`src/rtl/nrdy_pkg.sv`:
```
package nrdy_pkg;
   localparam int unsigned NRDY_DEF_PIPES  = 7;
   localparam int unsigned NRDY_DEF_DATA_W = 16;
   localparam int unsigned NRDY_DEF_ADDR_W = 8;
   localparam logic [7:0]  NRDY_DEF_OFFSET = 8'h68;

   typedef enum logic [0:0] {
      PRIO_CLEAR_WINS = 1'b0,
      PRIO_EVENT_WINS = 1'b1
   } nrdy_prio_e;

   typedef struct packed {
      logic set;
      logic clr;
   } nrdy_flag_req_t;
endpackage

```
`src/rtl/nrdy_flag_cell.sv`:
```
module nrdy_flag_cell
   import nrdy_pkg::*;
#(
   parameter nrdy_prio_e PRIO = PRIO_EVENT_WINS
) (
   input  logic           clk,
   input  logic           hw_rst_n,
   input  logic           sw_rst,
   input  nrdy_flag_req_t req,
   output logic           flag_q
);
   logic flag_d;

   generate
      if (PRIO == PRIO_EVENT_WINS) begin : g_evt_first
         always_comb begin
            if (req.set)      flag_d = 1'b1;
            else if (req.clr) flag_d = 1'b0;
            else              flag_d = flag_q;
         end
      end else begin : g_clr_first
         always_comb begin
            if (req.clr)      flag_d = 1'b0;
            else if (req.set) flag_d = 1'b1;
            else              flag_d = flag_q;
         end
      end
   endgenerate

   always_ff @(posedge clk or negedge hw_rst_n) begin
      if (!hw_rst_n)   flag_q <= 1'b0;
      else if (sw_rst) flag_q <= 1'b0;
      else             flag_q <= flag_d;
   end
endmodule

```
`src/rtl/nrdy_reg_decode.sv`:
```
module nrdy_reg_decode #(
   parameter int unsigned NUM_FLAGS = 7,
   parameter int unsigned DATA_W    = 16,
   parameter int unsigned ADDR_W    = 8,
   parameter logic [ADDR_W-1:0] REG_OFFSET = 8'h68
) (
   input  logic [ADDR_W-1:0]    addr,
   input  logic                 we,
   input  logic [DATA_W-1:0]    wdata,
   input  logic [NUM_FLAGS-1:0] flags,
   output logic [NUM_FLAGS-1:0] clr_req,
   output logic [DATA_W-1:0]    rdata
);
   localparam int unsigned RSVD_W = DATA_W - NUM_FLAGS;

   logic hit;
   logic unused_rsvd_wdata;

   assign hit = (addr == REG_OFFSET);

   generate
      for (genvar k = 0; k < NUM_FLAGS; k++) begin : g_clr
         assign clr_req[k] = hit & we & ~wdata[k];
      end
      if (RSVD_W > 0) begin : g_rsvd
         assign unused_rsvd_wdata = ^wdata[DATA_W-1:NUM_FLAGS];
         assign rdata = hit ? {{RSVD_W{1'b0}}, flags} : '0;
      end else begin : g_full
         assign unused_rsvd_wdata = 1'b0;
         assign rdata = hit ? flags : '0;
      end
   endgenerate
endmodule

```
`src/rtl/nrdy_irq_combine.sv`:
```
module nrdy_irq_combine #(
   parameter int unsigned NUM_FLAGS = 7
) (
   input  logic [NUM_FLAGS-1:0] flags,
   input  logic [NUM_FLAGS-1:0] enables,
   output logic                 irq
);
   logic [NUM_FLAGS-1:0] live;

   generate
      for (genvar k = 0; k < NUM_FLAGS; k++) begin : g_and
         assign live[k] = flags[k] & enables[k];
      end
   endgenerate

   assign irq = |live;
endmodule

```
`src/rtl/nrdy_irq_status.sv`:
```
module nrdy_irq_status
   import nrdy_pkg::*;
#(
   parameter int unsigned NUM_PIPES  = NRDY_DEF_PIPES,
   parameter int unsigned DATA_W     = NRDY_DEF_DATA_W,
   parameter int unsigned ADDR_W     = NRDY_DEF_ADDR_W,
   parameter logic [ADDR_W-1:0] REG_OFFSET = NRDY_DEF_OFFSET,
   parameter nrdy_prio_e  PRIO       = PRIO_EVENT_WINS
) (
   input  logic                 clk,
   input  logic                 hw_rst_n,
   input  logic                 sw_rst,
   input  logic                 bus_rst,
   input  logic [NUM_PIPES-1:0] evt_i,
   input  logic [NUM_PIPES-1:0] irq_en_i,
   input  logic [ADDR_W-1:0]    bus_addr,
   input  logic                 bus_we,
   input  logic [DATA_W-1:0]    bus_wdata,
   output logic [DATA_W-1:0]    bus_rdata,
   output logic                 irq_o
);
   logic [NUM_PIPES-1:0] flags_q;
   logic [NUM_PIPES-1:0] clr_req;
   logic                 unused_bus_rst;

   // The bus reset is deliberately not wired to the flags.
   assign unused_bus_rst = bus_rst;

   generate
      if (NUM_PIPES < 1 || NUM_PIPES > DATA_W) begin : g_bad_pipes
         $error("nrdy_irq_status: NUM_PIPES must be 1..DATA_W");
      end
      if (REG_OFFSET[0] != 1'b0) begin : g_bad_offset
         $error("nrdy_irq_status: REG_OFFSET must be half-word aligned");
      end
   endgenerate

   nrdy_reg_decode #(
      .NUM_FLAGS (NUM_PIPES),
      .DATA_W    (DATA_W),
      .ADDR_W    (ADDR_W),
      .REG_OFFSET(REG_OFFSET)
   ) u_decode (
      .addr   (bus_addr),
      .we     (bus_we),
      .wdata  (bus_wdata),
      .flags  (flags_q),
      .clr_req(clr_req),
      .rdata  (bus_rdata)
   );

   generate
      for (genvar k = 0; k < NUM_PIPES; k++) begin : g_flag
         nrdy_flag_req_t req;
         assign req.set = evt_i[k];
         assign req.clr = clr_req[k];
         nrdy_flag_cell #(.PRIO(PRIO)) u_cell (
            .clk     (clk),
            .hw_rst_n(hw_rst_n),
            .sw_rst  (sw_rst),
            .req     (req),
            .flag_q  (flags_q[k])
         );
      end
   endgenerate

   nrdy_irq_combine #(.NUM_FLAGS(NUM_PIPES)) u_irq (
      .flags  (flags_q),
      .enables(irq_en_i),
      .irq    (irq_o)
   );
endmodule

```
`config.mk`:
```
export PLATFORM = sky130hd
export DESIGN_NAME = nrdy_irq_status
export DESIGN_NICKNAME = d
export VERILOG_FILES = /design/src/rtl/nrdy_pkg.sv /design/src/rtl/nrdy_flag_cell.sv /design/src/rtl/nrdy_reg_decode.sv /design/src/rtl/nrdy_irq_combine.sv /design/src/rtl/nrdy_irq_status.sv
export SDC_FILE = /design/constraint.sdc
export NUM_CORES = 1
export LEC_CHECK = 0
export BUFFER_PORTS_ARGS = -buffer_cell sky130_fd_sc_hd__buf_2
export CAP_MARGIN = 20
export CORE_MARGIN = 2
export CORE_UTILIZATION = 35
export DETAILED_ROUTE_END_ITERATION = 16
export GPL_ROUTABILITY_DRIVEN = 1
export GPL_TIMING_DRIVEN = 1
export PLACE_DENSITY_LB_ADDON = 0.12
export SYNTH_ARGS = -nofsm -noshare
export SYNTH_HDL_FRONTEND = slang
export SYNTH_HIERARCHICAL = 1
export SYNTH_SLANG_ARGS = --single-unit
```
`constraint.sdc`:
```
create_clock -name clk -period 1.8 [get_ports clk]
set_input_delay 0.36 -clock clk [delete_from_list [all_inputs] [get_ports clk]]
set_output_delay 0.36 -clock clk [all_outputs]
set_load 0.005 [all_outputs]
```
# Yosys cells after proc, flatten, opt, wreduce, memory -nomap -nowiden
# Cells that the tools add are included.
# totals
output_inout_bits	17
regBits	7
input_bits	43
# op_classes
n_reduce_logical	8
muxes	22
n_eq_ne	1
bitwise_logic	22
# ops
cell	count
$mux W1	21
$reduce_bool A3 Y1	7
$and A1 B1 Y1	15
$eq A8 B7 Y1 const B	1
$mux W7	1
$not A1 Y1	7
$reduce_or A7 Y1	1

# Depth between registers and ports, before layout
# Gate-level depths: netlist of the first run.
# logic_depth
depth_word	6
mapped_depth	6
depth_no_buf	4

# Cells and area by module
# The synthesis of the first run kept the hierarchy.
# modules_own_cells
module	n_inst	area_each_um2	cells_each	seq_area_each_um2
nrdy_flag_cell	7	43.8	4	25.0
nrdy_reg_decode	1	262.8	36	0.0
nrdy_irq_combine	1	30.0	4	0.0

# Worst setup path before layout of the first run
# OpenSTA, ideal clock, no wires.
# synth_path
path_type	input port to output port
startpoint	input bus_addr[1]
endpoint	output bus_rdata[0]
arrival_ns	1.309
path_stages	4
setup_slack_ns	0.131
required_time_ns	1.440
cell_sequence	or4b_1 > buf_2 > buf_6 > nor3_1
# synth_via
elab_chain_len	2
# synth_lines
item	line_no	rtl
start: declaration	nrdy_irq_status.sv:16	input logic [ADDR_W-1:0] bus_addr,
$eq A8 B7 Y1	nrdy_reg_decode.sv:19	assign hit = (addr == REG_OFFSET);
$mux W7	nrdy_reg_decode.sv:27	assign rdata = hit ? {{RSVD_W{1'b0}}, flags} : '0;
end: declaration	nrdy_irq_status.sv:19	output logic [DATA_W-1:0] bus_rdata,
# No other way between the ends.

# Worst setup path in the final report of the first run
# layout_path
startpoint	input bus_addr[1]
endpoint	output bus_rdata[5]
# Same word-level chain as after synthesis.

==> run summary, run 1 <==
### Yosys
- dominant cells by area after synthesis: sky130_fd_sc_hd__dfrtp_1 (29%), sky130_fd_sc_hd__buf_4 (11%), sky130_fd_sc_hd__a21oi_2 (10%)
- summed instance area of the synthesized netlist: 599.3 um^2
- leading cell type by number of instances after synthesis: sky130_fd_sc_hd__inv_1
- number of unique standard cell types used by synthesis: 18
- Synth area leader: sky130_fd_sc_hd__dfrtp_1
- register area share after synthesis: 0.2923
- Async SR Flop Fraction: 1.000
- post-synthesis average cell area: 8.814 um^2
- commonest register cell after synthesis: sky130_fd_sc_hd__dfrtp_1
- count of flip-flops with a built-in enable after synthesis: 0
- Yosys warning total: 6
- count of state elements after synthesis: 7
- commonest cells in the netlist: sky130_fd_sc_hd__inv_1 (14), sky130_fd_sc_hd__buf_4 (9)
- number of standard cells after synthesis: 68
- area fraction of the dominant cell type after synthesis: 0.2923

### Global route
- global-route usage over all layers: 0.1423
- global-route wire length before repair: 2076 um
- number of global-route vias before repair: 497
- residual overflow from global routing: 0
- pin count of the biggest net entering global routing: 15
- antenna violations before repair: 0

### Critical path
- library cell contributing the largest single delay on the critical path: sky130_fd_sc_hd__or4b_4
- Most Frequent Cell on Critical Path: sky130_fd_sc_hd__buf_2
- CP arrival: 1.41 ns
- Setup Crit Path Kind: in -> out
- reg-to-reg startpoint: g_flag[5].u_cell/flag_q
- FF-to-FF setup slack: 1.11 ns
- r2r endpoint: g_flag[5].u_cell/flag_q
- data required time of the worst path: 1.44 ns
- chain of cells forming the critical path: buf_2, or4b_4, buf_2, nor3_1, buf_2
- worst reg2reg path depth: 2
- CP startpoint kind: input port
- end point of the critical path: bus_rdata[5]
- Crit. Startpoint: bus_addr[1]
- CP max FO: 5
- Largest stage delay, worst path: 0.54 ns
- nature of the critical path endpoint: primary output

### Clocking
- clock edge transition at the registers on the reported setup and hold paths: 0.05 ns
- Sinks on Clock Net: 7
- Max Buffers Root-to-Sink: 2
- clock tree root buffer cell: sky130_fd_sc_hd__clkbuf_4
- total number of H-tree levels: 1
- TritonCTS clock tree: built
- Worst-Skew Late Latency: 0.24 ns
- total clock buffers created by CTS: 3

### Drt
- Detailed Routing Iterations Pass 1: 4
- routed vias: 579
- wire length per cell after detailed routing: 10.85 um
- total DRC errors in the routed layout: 0
- wirelength, routed: 1411 um
- via density per instance: 4.454
- ANT nets after route: 0
- 1st-iter DRT viols: 12

### STA
- max-slew violation count: 0
- endpoints failing hold: 0
- Hold Worst Slack: 0.3444 ns
- Final Setup Violations: 0
- fin crit share: 0.9838
- final worst clock skew: 0 ns
- upper clock frequency limit: 564.7 MHz
- sum of negative setup slack: 0 ns
- Tmin final: 1.771 ns
- RSZ-0062 raised after global routing: yes

### Placement
- GPL Wtd Cong: 0.6848
- dpl hpwl: 1117 um
- port bufs: 40

### Cells and area
- multi-input logic area: 317.8 um^2
- fraction of final layout cells sized beyond drive strength 1: 0.5175
- number of fillers in the final layout: 170
- diodes inserted: 0
- Regs by FF count: g_flag.u_cell/flag_q x7
- post-route core utilization: 0.5393
- number of flip-flops in the largest register: 7
- most flop-heavy register: g_flag.u_cell/flag_q
- number of nets at the end of the flow: 158
- sequential cell area: 175.2 um^2
- relative area change from synthesis to final layout: 40.29%

### Power and ir drop
- total power density per cell area: 492.9 nW/um^2
- internal power summed over all cells: 304.0 uW
- Static Leakage: 0.0004482 uW
- Sw Ratio: 0.2666
- net switching component of the power: 110.5 uW
- sequential fraction of design power: 0.427
- power share of the clock group: 0.336
- proportion of power drawn by combinational gates: 0.237
- Peak VDD IR: 374.7 uV

### Run
- Max-Cap Viols: 0

### Die
- starting density of the core: 0.3844
- die area: 2059 um^2
- cell row count: 14
- number of I/O pins: 60
- Core Box Area: 1559 um^2
- height of the die: 45.38 um
- Die X: 45.38 um

### Min path
- Hold Path Class: in -> reg
- worst hold start: evt_i[1]

### Outcome
- run status: complete, no violations

## power groups by stage
stage                     combinational [uW]  clock (uW)  sequential (uW)
after floorplan                         58.2           0              177
after global placement                  92.1           0              179
after detailed placement                93.6           0              180
after CTS                               95.6         145              177
after global routing                     111         162              178
final                                   98.3         139              177
## per-stage QoR
stage          cell area, um^2  std cells  total power [uW]  worst slack (ns)
6_report                 840.8        130             414.4           0.02911
5_1_grt                  840.8        130             450.9         -0.008039
4_1_cts                  813.3        127             417.6          0.002463
3_5_place_dp             777.0        122             273.1         -0.001917
3_3_place_gp             777.0        122             271.5          -0.02898
2_1_floorplan            629.4         76             235.4            0.1307
## how the worst min path moves through the flow
stage	endpoint	slack, ns	cells past startpoint
final	g_flag[1].u_cell/flag_q	0.34	3
after global routing	g_flag[6].u_cell/flag_q	0.33	3
after CTS	g_flag[1].u_cell/flag_q	0.34	3
after detailed placement	g_flag[1].u_cell/flag_q	0.20	1
after global placement	g_flag[1].u_cell/flag_q	0.20	1
after floorplan	g_flag[0].u_cell/flag_q	0.06	0
## critical path, delay by kind of cell
kind | cells | cell delay [ns]
buffers and inverters | 3 | 0.40
and+or+nand+nor | 2 | 0.65
## kinds of logic after synthesis
| logic type | Yosys count | synth area share |
|---|---|---|
| buffers and inverters | 26 | 0.2338 |
| and+or+nand+nor | 24 | 0.3236 |
| AOI/OAI and AO/OA | 10 | 0.1440 |
| DFF | 7 | 0.2923 |
| other | 1 | 0.006257 |
## layout by cell type (no fill, tap or decap), drive strengths merged
cell type and count:
buf 45, inv 14, conb 9, nand2b 7
a21oi 7, dfrtp 7, nor3 7, nor4b 7
clkbuf 4, a22oi 2, dlygate4sd3 1, nand4bb 1
or4b 1, a222oi 1, nand3 1
## layer usage
layer | vias up | wire [um] | GRT usage
met5 | - | 0 | 0
met4 | 0 | 0 | 0.05294
met3 | 0 | 86 | 0.04365
met2 | 22 | 691 | 0.2197
met1 | 255 | 632 | 0.1856
li1 | 302 | - | -
## cell type report
class,count,share of cell area
Tap cell,16,0.02381
Multi-Input combinational cell,43,0.3780
Clock buffer,4,0.03125
Sequential cell,7,0.2083
Inverter,14,0.06250
Timing Repair Buffer,46,0.2961
## what timing repair did
item                       in CTS  in global routing
hold buffers                    1                  0
hold endpoints to repair        7                  0
setup endpoints to repair       0                  7
buffers inserted                0                  2
resized for setup               0                  2
Power figures use the tool's default switching activity.
==> inputs of run 2 (changes only) <==
Settings changed: CELL_PAD_IN_SITES_DETAIL_PLACEMENT set to 1, CELL_PAD_IN_SITES_GLOBAL_PLACEMENT set to 2, CORE_UTILIZATION 35 to 16, REMOVE_ABC_BUFFERS set to 1.
==> run summary, run 2 (synthesized netlist as in run 1, its figures left out) <==
### Critical path
- nature of the critical path endpoint: primary output
- depth of the critical timing path with buffers and inverters included: 5, unchanged
- FF-to-FF setup slack: 1.12 ns, about the same
- Largest stage delay, worst path: 0.54 ns, about the same
- end point of the critical path: bus_rdata[5]
- library cell contributing the largest single delay on the critical path: sky130_fd_sc_hd__or4b_4
- CP max FO: 5, unchanged
- reg-to-reg startpoint: g_flag[1].u_cell/flag_q
- r2r endpoint: g_flag[1].u_cell/flag_q
- data required time of the worst path: 1.44 ns, about the same
- Most Frequent Cell on Critical Path: sky130_fd_sc_hd__buf_2
- critical path buffer and inverter count: 3, unchanged
- Crit. Startpoint: bus_addr[1]
- Setup Crit Path Kind: in -> out
- CP arrival: 1.43 ns, +0.02 ns
- chain of cells forming the critical path: buf_2, or4b_4, buf_6, nor3_1, buf_2
- kind of cell adding the most delay to the critical path: simple AND/OR/NAND/NOR gates
- CP startpoint kind: input port
- worst reg2reg path depth: 2, unchanged

### Cells and area
- post-route core utilization: 0.2552, -0.2842
- number of flip-flops in the largest register: 7, unchanged
- most flop-heavy register: g_flag.u_cell/flag_q
- number of nets at the end of the flow: 159, +0.63%
- fraction of final layout cells sized beyond drive strength 1: 0.5565, +0.03898
- relative area change from synthesis to final layout: 54.70%
- diodes inserted: 0, unchanged
- number of fillers in the final layout: 468, +180%
- most used cells in the layout excluding fill and tap cells: sky130_fd_sc_hd__buf_2 (41), sky130_fd_sc_hd__inv_1 (14), sky130_fd_sc_hd__conb_1 (9)
- most common cell after layout, fill and taps aside: sky130_fd_sc_hd__buf_2
- Regs by FF count: g_flag.u_cell/flag_q x7

### Placement
- GPL Wtd Cong: 0.6609, -3.5%
- port bufs: 40, unchanged
- worst slack after detailed placement: -0.05414 ns, -0.05222 ns
- dpl hpwl: 1440 um, +29%

### Die
- cell row count: 22, +8
- die area: 4251 um^2, +110%
- starting density of the core: 0.1649, -0.2195
- Die X: 65.20 um, +44%
- height of the die: 65.20 um, +44%
- Core Box Area: 3633 um^2, +130%
- number of I/O pins: 60, unchanged

### Global route
- global-route wire length before repair: 2967 um, +43%
- residual overflow from global routing: 0, unchanged
- antenna violations before repair: 0, unchanged
- global-route usage over all layers: 0.09251, -0.04976
- number of global-route vias before repair: 667, +34%
- pin count of the biggest net entering global routing: 15, unchanged

### Drt
- 1st-iter DRT viols: 16, +4
- via density per instance: 3.767, -15%
- wirelength, routed: 1782 um, +26%
- routed vias: 614, +6.0%
- total DRC errors in the routed layout: 0, unchanged
- wire length per cell after detailed routing: 10.93 um, +0.72%
- Detailed Routing Iterations Pass 1: 4, unchanged
- ANT nets after route: 0, unchanged

### Clocking
- clock tree root buffer cell: sky130_fd_sc_hd__clkbuf_8
- total number of H-tree levels: 1, unchanged
- TritonCTS clock tree: built
- total clock buffers created by CTS: 3, unchanged
- clock edge transition at the registers on the reported setup and hold paths: 0.04 ns, about the same
- Sinks on Clock Net: 7, unchanged
- Max Buffers Root-to-Sink: 2, unchanged
- Worst-Skew Late Latency: 0.22 ns, -0.02 ns

### STA
- fin crit share: 0.9954, +0.01161
- final setup margin: 0.008208 ns, -0.02090 ns
- final worst clock skew: 0 ns, unchanged
- upper clock frequency limit: 558.1 MHz, -1.2%
- endpoints failing hold: 0, unchanged
- Tmin final: 1.792 ns, +0.02090 ns
- Final Setup Violations: 0, unchanged
- RSZ-0062 raised after global routing: yes
- max-slew violation count: 0, unchanged

### Power and ir drop
- total power density per cell area: 533.3 nW/um^2, +8.2%
- Peak VDD IR: 367.5 uV, -1.9%
- Static Leakage: 0.0004610 uW, +2.9%

### Run
- Max-Cap Viols: 0, unchanged

### Outcome
- run status: complete, no violations

### Min path
- Hold Path Class: in -> reg

==> run 2: changes by cell type in the layout (fill, tap and decap cells not counted) <==
cell	delta
sky130_fd_sc_hd__buf_4	+1
sky130_fd_sc_hd__clkbuf_4	-3
sky130_fd_sc_hd__clkbuf_8	+3
sky130_fd_sc_hd__nor3_1	-4
sky130_fd_sc_hd__nor3_2	+4
==> run 2: worst min-delay path by stage <==
stage             start  cells after the start  slack (ns)                      end
4_1_cts        evt_i[6]                      3        0.37  g_flag[6].u_cell/flag_q
2_1_floorplan  hw_rst_n                      0        0.06  g_flag[0].u_cell/flag_q
3_3_place_gp   hw_rst_n                      1        0.20  g_flag[1].u_cell/flag_q
5_1_grt        evt_i[2]                      3        0.38  g_flag[2].u_cell/flag_q
3_5_place_dp   hw_rst_n                      1        0.20  g_flag[0].u_cell/flag_q
6_report       evt_i[1]                      3        0.37  g_flag[1].u_cell/flag_q
==> run 2: repair_timing <==
| item | in CTS | in global routing |
|---|---|---|
| hold endpoints to repair | 7 | 0 |
| buffers inserted | 3 | 0 |
| hold buffers | 1 | 0 |
| endpoints found under the setup margin | 7 | 5 |
| gates cloned | 0 | 1 |
| gates resized for setup | 4 | 2 |
==> run 2: power breakdown <==
group / leakage, uW / switching (uW) / internal, uW
clock network: 0.0000228 / 60.8 / 153
registers: 0.0000875 / 9.45 / 169
logic: 0.000351 / 50.6 / 52.0
==> run 2: layout make-up <==
class                   instances  area (um^2)  area share
multi-input cells              43        337.8      0.3644
repair buffers                 47        256.5      0.2767
flip-flops and latches          7        175.2      0.1889
well taps                      48        60.06     0.06478
inverters                      14        52.55     0.05668
clock buffers                   4        45.04     0.04858
==> run 2: worst register-to-register path: stages, from the launching register on <==
cell and delay, ns:
sky130_fd_sc_hd__dfrtp_1 0.39, sky130_fd_sc_hd__nand2b_1 0.11, sky130_fd_sc_hd__a21oi_2 0.06
==> run 2: per-layer routing <==
layer  up-vias  part of all wire  GRT usage
li1        302                 -          -
met1       280              0.40     0.1038
met2        28              0.50     0.1556
met3         4             0.077    0.02055
met4         0             0.024    0.06250
met5         -                 0          0
==> run 2: through the flow <==
step | instances | hold WS (ns) | setup TNS (ns) | cell area [um^2] | total power [uW]
floorplan | 64 | 0.06441 | 0 | 541.8 | 219.2
global placement | 154 | 0.2003 | -0.2852 | 817.0 | 275.8
detailed placement | 154 | 0.2006 | -0.2368 | 817.0 | 277.0
CTS | 162 | 0.3697 | -0.007476 | 913.4 | 500.7
global route | 163 | 0.3758 | -0.07254 | 927.1 | 529.7
finish | 163 | 0.3695 | 0 | 927.1 | 494.4
